File: src/rtl/seg_reloc.sv
module seg_reloc #(
  parameter int ADDR_W   = 32,
  parameter int SEG_BITS = 3,
  localparam int OFS_BITS = ADDR_W - SEG_BITS,
  localparam int NSEG     = 1 << SEG_BITS,
  localparam int IDX_W    = (SEG_BITS > 0) ? SEG_BITS : 1
) (
  input  logic                clk_i,
  input  logic                rst_ni,
  input  logic                req_i,
  input  logic [ADDR_W-1:0]   va_i,
  input  logic                wr_i,
  input  logic [IDX_W-1:0]    wr_idx_i,
  input  logic [ADDR_W-1:0]   wr_base_i,
  input  logic [OFS_BITS:0]   wr_limit_i,
  input  logic                wr_valid_i,
  output logic                ok_o,
  output logic                fault_o,
  output logic [1:0]          cause_o,
  output logic [ADDR_W-1:0]   pa_o
);
  logic [ADDR_W-1:0] base_q  [NSEG];
  logic [OFS_BITS:0] limit_q [NSEG];
  logic [NSEG-1:0]   vld_q;

  logic [IDX_W-1:0]    seg;
  logic [OFS_BITS-1:0] ofs;
  logic [ADDR_W:0]     sum;
  logic [1:0]          cause;

  if (SEG_BITS > 0) begin : g_multi
    assign seg = va_i[ADDR_W-1 -: IDX_W];
  end else begin : g_single
    assign seg = '0;
  end
  assign ofs = va_i[OFS_BITS-1:0];
  assign sum = {1'b0, base_q[seg]} + {{(SEG_BITS+1){1'b0}}, ofs};

  always_comb begin
    if (!vld_q[seg])                           cause = 2'd1;
    else if ({1'b0, ofs} >= limit_q[seg])      cause = 2'd2;
    else if (sum[ADDR_W])                      cause = 2'd3;
    else                                       cause = 2'd0;
  end

  always_ff @(posedge clk_i) begin
    if (!rst_ni) begin
      vld_q <= '0;
      for (int i = 0; i < NSEG; i++) begin
        base_q[i]  <= '0;
        limit_q[i] <= '0;
      end
    end else if (wr_i) begin
      vld_q[wr_idx_i]   <= wr_valid_i;
      base_q[wr_idx_i]  <= wr_base_i;
      limit_q[wr_idx_i] <= wr_limit_i;
    end
  end

  always_ff @(posedge clk_i) begin
    if (!rst_ni) begin
      ok_o    <= 1'b0;
      fault_o <= 1'b0;
      cause_o <= 2'd0;
      pa_o    <= '0;
    end else begin
      ok_o    <= req_i && (cause == 2'd0);
      fault_o <= req_i && (cause != 2'd0);
      cause_o <= req_i ? cause : 2'd0;
      pa_o    <= (req_i && cause == 2'd0) ? sum[ADDR_W-1:0] : '0;
    end
  end

  p_excl_r6: assert property (@(posedge clk_i) disable iff (!rst_ni)
    !(ok_o && fault_o));
  p_latency_r6: assert property (@(posedge clk_i) disable iff (!rst_ni)
    !req_i |=> !ok_o && !fault_o);
  p_nopa_on_fault_r4: assert property (@(posedge clk_i) disable iff (!rst_ni)
    fault_o |-> pa_o == '0);
  p_cause_r9: assert property (@(posedge clk_i) disable iff (!rst_ni)
    fault_o |-> cause_o != 2'd0);
  p_reset_empty_r1: assert property (@(posedge clk_i)
    $rose(rst_ni) |-> !ok_o && !fault_o);
  p_no_overflow_r5: assert property (@(posedge clk_i) disable iff (!rst_ni)
    ok_o |-> cause_o == 2'd0);
endmodule

File: config.mk
export PLATFORM = sky130hd
export DESIGN_NAME = seg_reloc
export DESIGN_NICKNAME = d
export VERILOG_FILES = /design/src/rtl/seg_reloc.sv
export SDC_FILE = /design/constraint.sdc
export NUM_CORES = 1
export LEC_CHECK = 0
export BUFFER_PORTS_ARGS = -buffer_cell sky130_fd_sc_hd__buf_2
export CAP_MARGIN = 0
export CORE_MARGIN = 8
export CORE_UTILIZATION = 61
export DETAILED_ROUTE_END_ITERATION = 16
export PLACE_DENSITY = 0.89
export SYNTH_ARGS = -nofsm -noshare
export SYNTH_HDL_FRONTEND = slang
export SYNTH_SLANG_ARGS = --single-unit
File: constraint.sdc
create_clock -name clk_i -period 8.1 [get_ports clk_i]
set_clock_uncertainty 0.1 [all_clocks]
set_input_delay 1.215 -clock clk_i [delete_from_list [all_inputs] [get_ports clk_i]]
set_output_delay 1.215 -clock clk_i [all_outputs]
set_load 0.005 [all_outputs]
== After elaboration in Yosys (flattened, before gate mapping) ==
Memory sizes are Yosys's and may differ from the RTL's.
Index checks and enable logic that the tools add are counted.

* Add/sub/neg operators: 1
* Magnitude comparators: 4
* Multiplexer cells: 18
* Reductions and logical operators: 9

{| class="wikitable"
|+ Operator list
! cell !! number
|-
| 32-bit by 29-bit adder with 33-bit output || 1
|-
| 32-bit two-way mux || 1
|-
| 32-bit OR reduction || 1
|-
| 29-bit by 30-bit greater-or-equal comparator with 1-bit output || 1
|-
| 30-bit two-way mux || 1
|-
| 30-bit OR reduction || 1
|-
| 8-bit bitwise mux || 1
|-
| 3-bit by 4-bit < comparator with 1-bit output (second input constant) || 2
|-
| 1-bit two-way mux || 8
|-
| 2-bit two-way mux || 3
|-
| 3-bit two-way mux || 2
|-
| 2-bit AND reduction || 2
|-
| 1-bit binary-select mux with 3-bit select || 1
|-
| 1-bit demux with 3-bit select || 1
|-
| 3-bit by 1-bit greater-or-equal comparator with 1-bit output (second input constant) || 1
|-
| 1-bit logical AND || 3
|-
| 2-bit zero test || 1
|-
| 2-bit nonzero test || 1
|}

* Bits in registers: 44
* Bits in writable memories: 496
* Input port bits: 102
* Output and inout port bits: 36
* Memories: 2

{| class="wikitable"
|+ Memories
! name !! words !! bits a word !! rd ports !! clocked after Yosys merged registers in !! wr ports !! RTL line !! text
|-
| base_q || 8 || 32 || 1 || 0 || 8 || 22 || <nowiki>logic [ADDR_W-1:0] base_q [NSEG];</nowiki>
|-
| limit_q || 8 || 30 || 1 || 0 || 8 || 23 || <nowiki>logic [OFS_BITS:0] limit_q [NSEG];</nowiki>
|}

== Longest topological paths before layout ==
An unclocked memory read counts as a cell.

* Word-level depth: 8
* Gate-level depth with buffers: 17

== Worst setup path after synthesis ==
OpenSTA, ideal clock, no wires.

* Path type: input -> register
* Start point: in wr_idx_i[0]
* End point: mem base_q[0][0], enable pin
* Arrival time: 6.016 ns
* Slack: 1.408 ns
* Stages: 2
* Path through: nand2b_1 -> o31ai_1

{| class="wikitable"
|+ RTL lines
! element !! RTL line !! text
|-
| start: declaration || 13 || <nowiki>input logic [IDX_W-1:0] wr_idx_i,</nowiki>
|-
| end: declaration || 22 ||
|}

== Final worst setup path ==
* Start point: in va_i[29]
* End point: reg pa_o[12]

* Longest elaborated chain between the ends: 8
* Elaborated cells on any way between the ends: 12

{| class="wikitable"
|+ Ends and longest elaborated chain
! element !! RTL line !! text
|-
| start: declaration || 11 || <nowiki>input logic [ADDR_W-1:0] va_i,</nowiki>
|-
| memory 8 x 32 bit || - ||
|-
| 32-bit by 29-bit adder with 33-bit output || 37 || <nowiki>assign sum = {1'b0, base_q[seg]} + {{(SEG_BITS+1){1'b0}}, ofs};</nowiki>
|-
| 2-bit two-way mux || 42 || <nowiki>else if (sum[ADDR_W]) cause = 2'd3;</nowiki>
|-
| 2-bit two-way mux || 41 || <nowiki>else if ({1'b0, ofs} >= limit_q[seg]) cause = 2'd2;</nowiki>
|-
| 2-bit two-way mux || 40 || <nowiki>if (!vld_q[seg]) cause = 2'd1;</nowiki>
|-
| 2-bit zero test || 70 || <nowiki>pa_o <= (req_i && cause == 2'd0) ? sum[ADDR_W-1:0] : '0;</nowiki>
|-
| 1-bit logical AND || 70 ||
|-
| 2-bit AND reduction (no source line) || - ||
|-
| end signal: assignment || 70 ||
|-
| end: declaration || 20 || <nowiki>output logic [ADDR_W-1:0] pa_o</nowiki>
|}

Several ways; a longest one is shown, not always the timed one. The select of a mux whose other input is x is not followed.
A chain may end at the register's enable or synchronous reset.

==> out/results.ini <==
[cts]
clock_sinks=540
insertion_delay_ns=0.61
htree_num_levels=2
cts_tree=done
post-cts-setup-buffers=0
ctsHoldBuffers=0
cts.clk_slew.worst_paths_ns=0.06
clockRootBuffer=clkbuf_16
ctsResizeCount=0
numCtsBuffers=53
cts.path.max_buffers=3

[timing]
setup_viol=0
rsz0062_at_grt=no
hold_viol=0
clock.fmax_ghz=0.1879
finalSetupTns_ns=0
drv_slew=0
worst_slew_pin_slew_ns=1.173
slew_headroom=0.2177
fin_crit_ns=5.323
hold-worst-slack_ns=0.3763
finalCritPeriodShare=0.6571

[yosys]
syn_inst=1672
synthArstFlopShare=0
ys_seq_elements=540
yosysMostFrequentCell=and2_1
synth_edf_count=496
synth_area_leaders=edfxtp_1, and2_1, mux4_2
yosys_warnings=0
post_synth.cell_area_avg_um2=15.12
synth.cell_area_um2=25280
yosysSeqAreaShare=0.6240
yosys_most_used_dff=edfxtp_1
yosys-top-cells-count=and2_1, edfxtp_1, mux4_2
synth_top_cell_by_area=edfxtp_1
ys_types=55
netlist.area_leader.share=0.5892
synth_fp_nets=1833

[setup_path]
cp-start-kind=input pin
cp_slowest_cell=clkbuf_8
path_max_fanout=69
path_class=input pin to register
cp.required_ns=8.55
cpMostUsedCell=a211oi_2
worstPathCellList=clkbuf_8 > mux4_2 > mux2_2 > ha_1 > fa_1 > a211oi_2 > o21ai_1 > o31ai_4 > a211oi_2 > o2111ai_2 > nand2_1 > or3_4 > inv_1 > o311a_1
cp.arrival_ns=5.77
max_stage_delay_ns=0.64
critPathCaptureType=register

[floorplanning]
dieHeight_um=219.6
std_cell_rows=74
io_pins=138
die-area_um2=48210
die_x_um=219.6
start_util=0.6191
design.core.area_um2=40830

[grt]
grt_pass1_vias=15780
grt_max_degree=70
grt_pass1_wl_um=95740
grt.total_usage=0.2698
antenna_found_initial=10
overflow=0

[place]
portBuffers=137
gp_congestion=0.8986
dp_hpwl_um=36670

[routing]
routed_wl_um=64750
remaining_drc_errors=0
viasPerCell=6.389
ant_nets=0
first_pass_iters=5
routedWlPerCell_um=27.17
vias=15230
first_iter_violations=1845

[status]
run_status=finished clean

[finish]
nets=1959
areaGrowthSynthToFinish_pct=12.23
drive_above_1_share=0.2322

[worst_hold_path]
hold_class=register to register

[job]
cap_violations=0

[power]
power_density_nw_per_um2=227.0
ir_drop_mv=0.1832
p_leak_uw=0.01045

-- routing by layer --
| metal | share of wire | vias to the layer above | global-route usage |
|---|---|---|---|
| met2 | 0.48 | 962 | 0.4347 |
| met5 | 0.00082 | - | 0 |
| met1 | 0.37 | 7562 | 0.3433 |
| met4 | 0.041 | 8 | 0.1304 |
| li1 | - | 6511 | - |
| met3 | 0.11 | 183 | 0.06499 |
-- layout make-up --
cell class / instances / area [um^2]
Timing Repair Buffer: 159 / 889.6
Antenna cell: 8 / 20.02
Inverter: 13 / 48.80
Clock buffer: 65 / 1476
Tap cell: 532 / 665.6
Multi-Input combinational cell: 1031 / 9240
Clock inverter: 35 / 254.0
Fill cell: 2591 / 12460
Sequential cell: 540 / 15780
-- sequential cells by signal, summed over array words and instances, names as in the netlist --
register and flops:
fault_o 1, base_q 256, pa_o 32, cause_o 2, limit_q 240, vld_q 8, ok_o 1
-- cell usage in the layout, fill, tap and decap left out, drive strengths merged, types with 4 or more instances in the layout --
cell type,instances
clkinvlp,8
nand3,10
nor2b,4
xnor2,13
buf,158
o211ai,6
clkinv,23
a21oi,31
mux2,30
a31oi,5
nand2,35
mux4,126
ha,58
diode,8
nor2,39
nand4,4
mux2i,32
and2,500
a211oi,9
nor3,16
o31ai,4
inv,15
o21ai,31
and3,4
a21o,16
xor2,9
nand2b,5
dfxtp,44
clkbuf,66
edfxtp,496
o21a,13
-- through the flow --
stage / utilization / cell area (um^2) / setup WS, ns / total power (uW) / instances
2_1_floorplan: - / 25280 / 1.408 / 3813 / 1672
4_1_cts: 0.6943 / 28350 / 2.865 / 6444 / 2375
6_report: 0.6948 / 28370 / 2.777 / 6440 / 2383
3_5_place_dp: 0.6519 / 26620 / 2.260 / 4049 / 2275
3_3_place_gp: 0.6519 / 26620 / 2.342 / 4013 / 2275
5_1_grt: 0.6946 / 28360 / 2.554 / 6624 / 2380
-- cell families (layout without fill, tap and decap cells) --
group | count (synthesis) | in the layout | share of synthesized area
AND/OR/NAND/NOR | 624 | 624 | 0.1462
flip-flops | 540 | 540 | 0.6240
multiplexers | 188 | 188 | 0.1383
AO/OA/AOI/OAI | 138 | 138 | 0.03801
buffers and inverters | 101 | 272 | 0.01638
adder cells (fa/ha/maj) | 59 | 59 | 0.02950
XOR/XNOR | 22 | 22 | 0.007622
other | 0 | 8 | 0
-- worst paths after layout --
path | start | slack [ns] | depth (start not counted) | to
worst max-delay path | va_i[29] | 2.78 | 14 | pa_o[12]$_SDFF_PN0_
worst min-delay path | vld_q[6]$_SDFFE_PN0P_ | 0.38 | 2 | vld_q[6]$_SDFFE_PN0P_
worst max register to register | base_q[6][0]$_SDFFCE_PN0P_ | 3.95 | 13 | pa_o[12]$_SDFF_PN0_
worst min register to register | vld_q[6]$_SDFFE_PN0P_ | 0.38 | 2 | vld_q[6]$_SDFFE_PN0P_
-- critical path, delay by kind of cell --
family | cells | cell delay (ns)
AO/OA/AOI/OAI | 6 | 1.31
adder cells (fa/ha/maj) | 2 | 0.66
buffers and inverters | 2 | 0.82
multiplexers | 2 | 0.89
AND/OR/NAND/NOR | 2 | 0.69
-- power by group --
group	leakage [uW]	switching (uW)	total (uW)	internal, uW
logic	0.00446	438	749	311
clock network	0.000834	1060	2430	1370
registers	0.00515	46.6	3260	3220
total	0.0104	1550	6440	4890
Note: power is estimated with default switching activity, not from simulation.
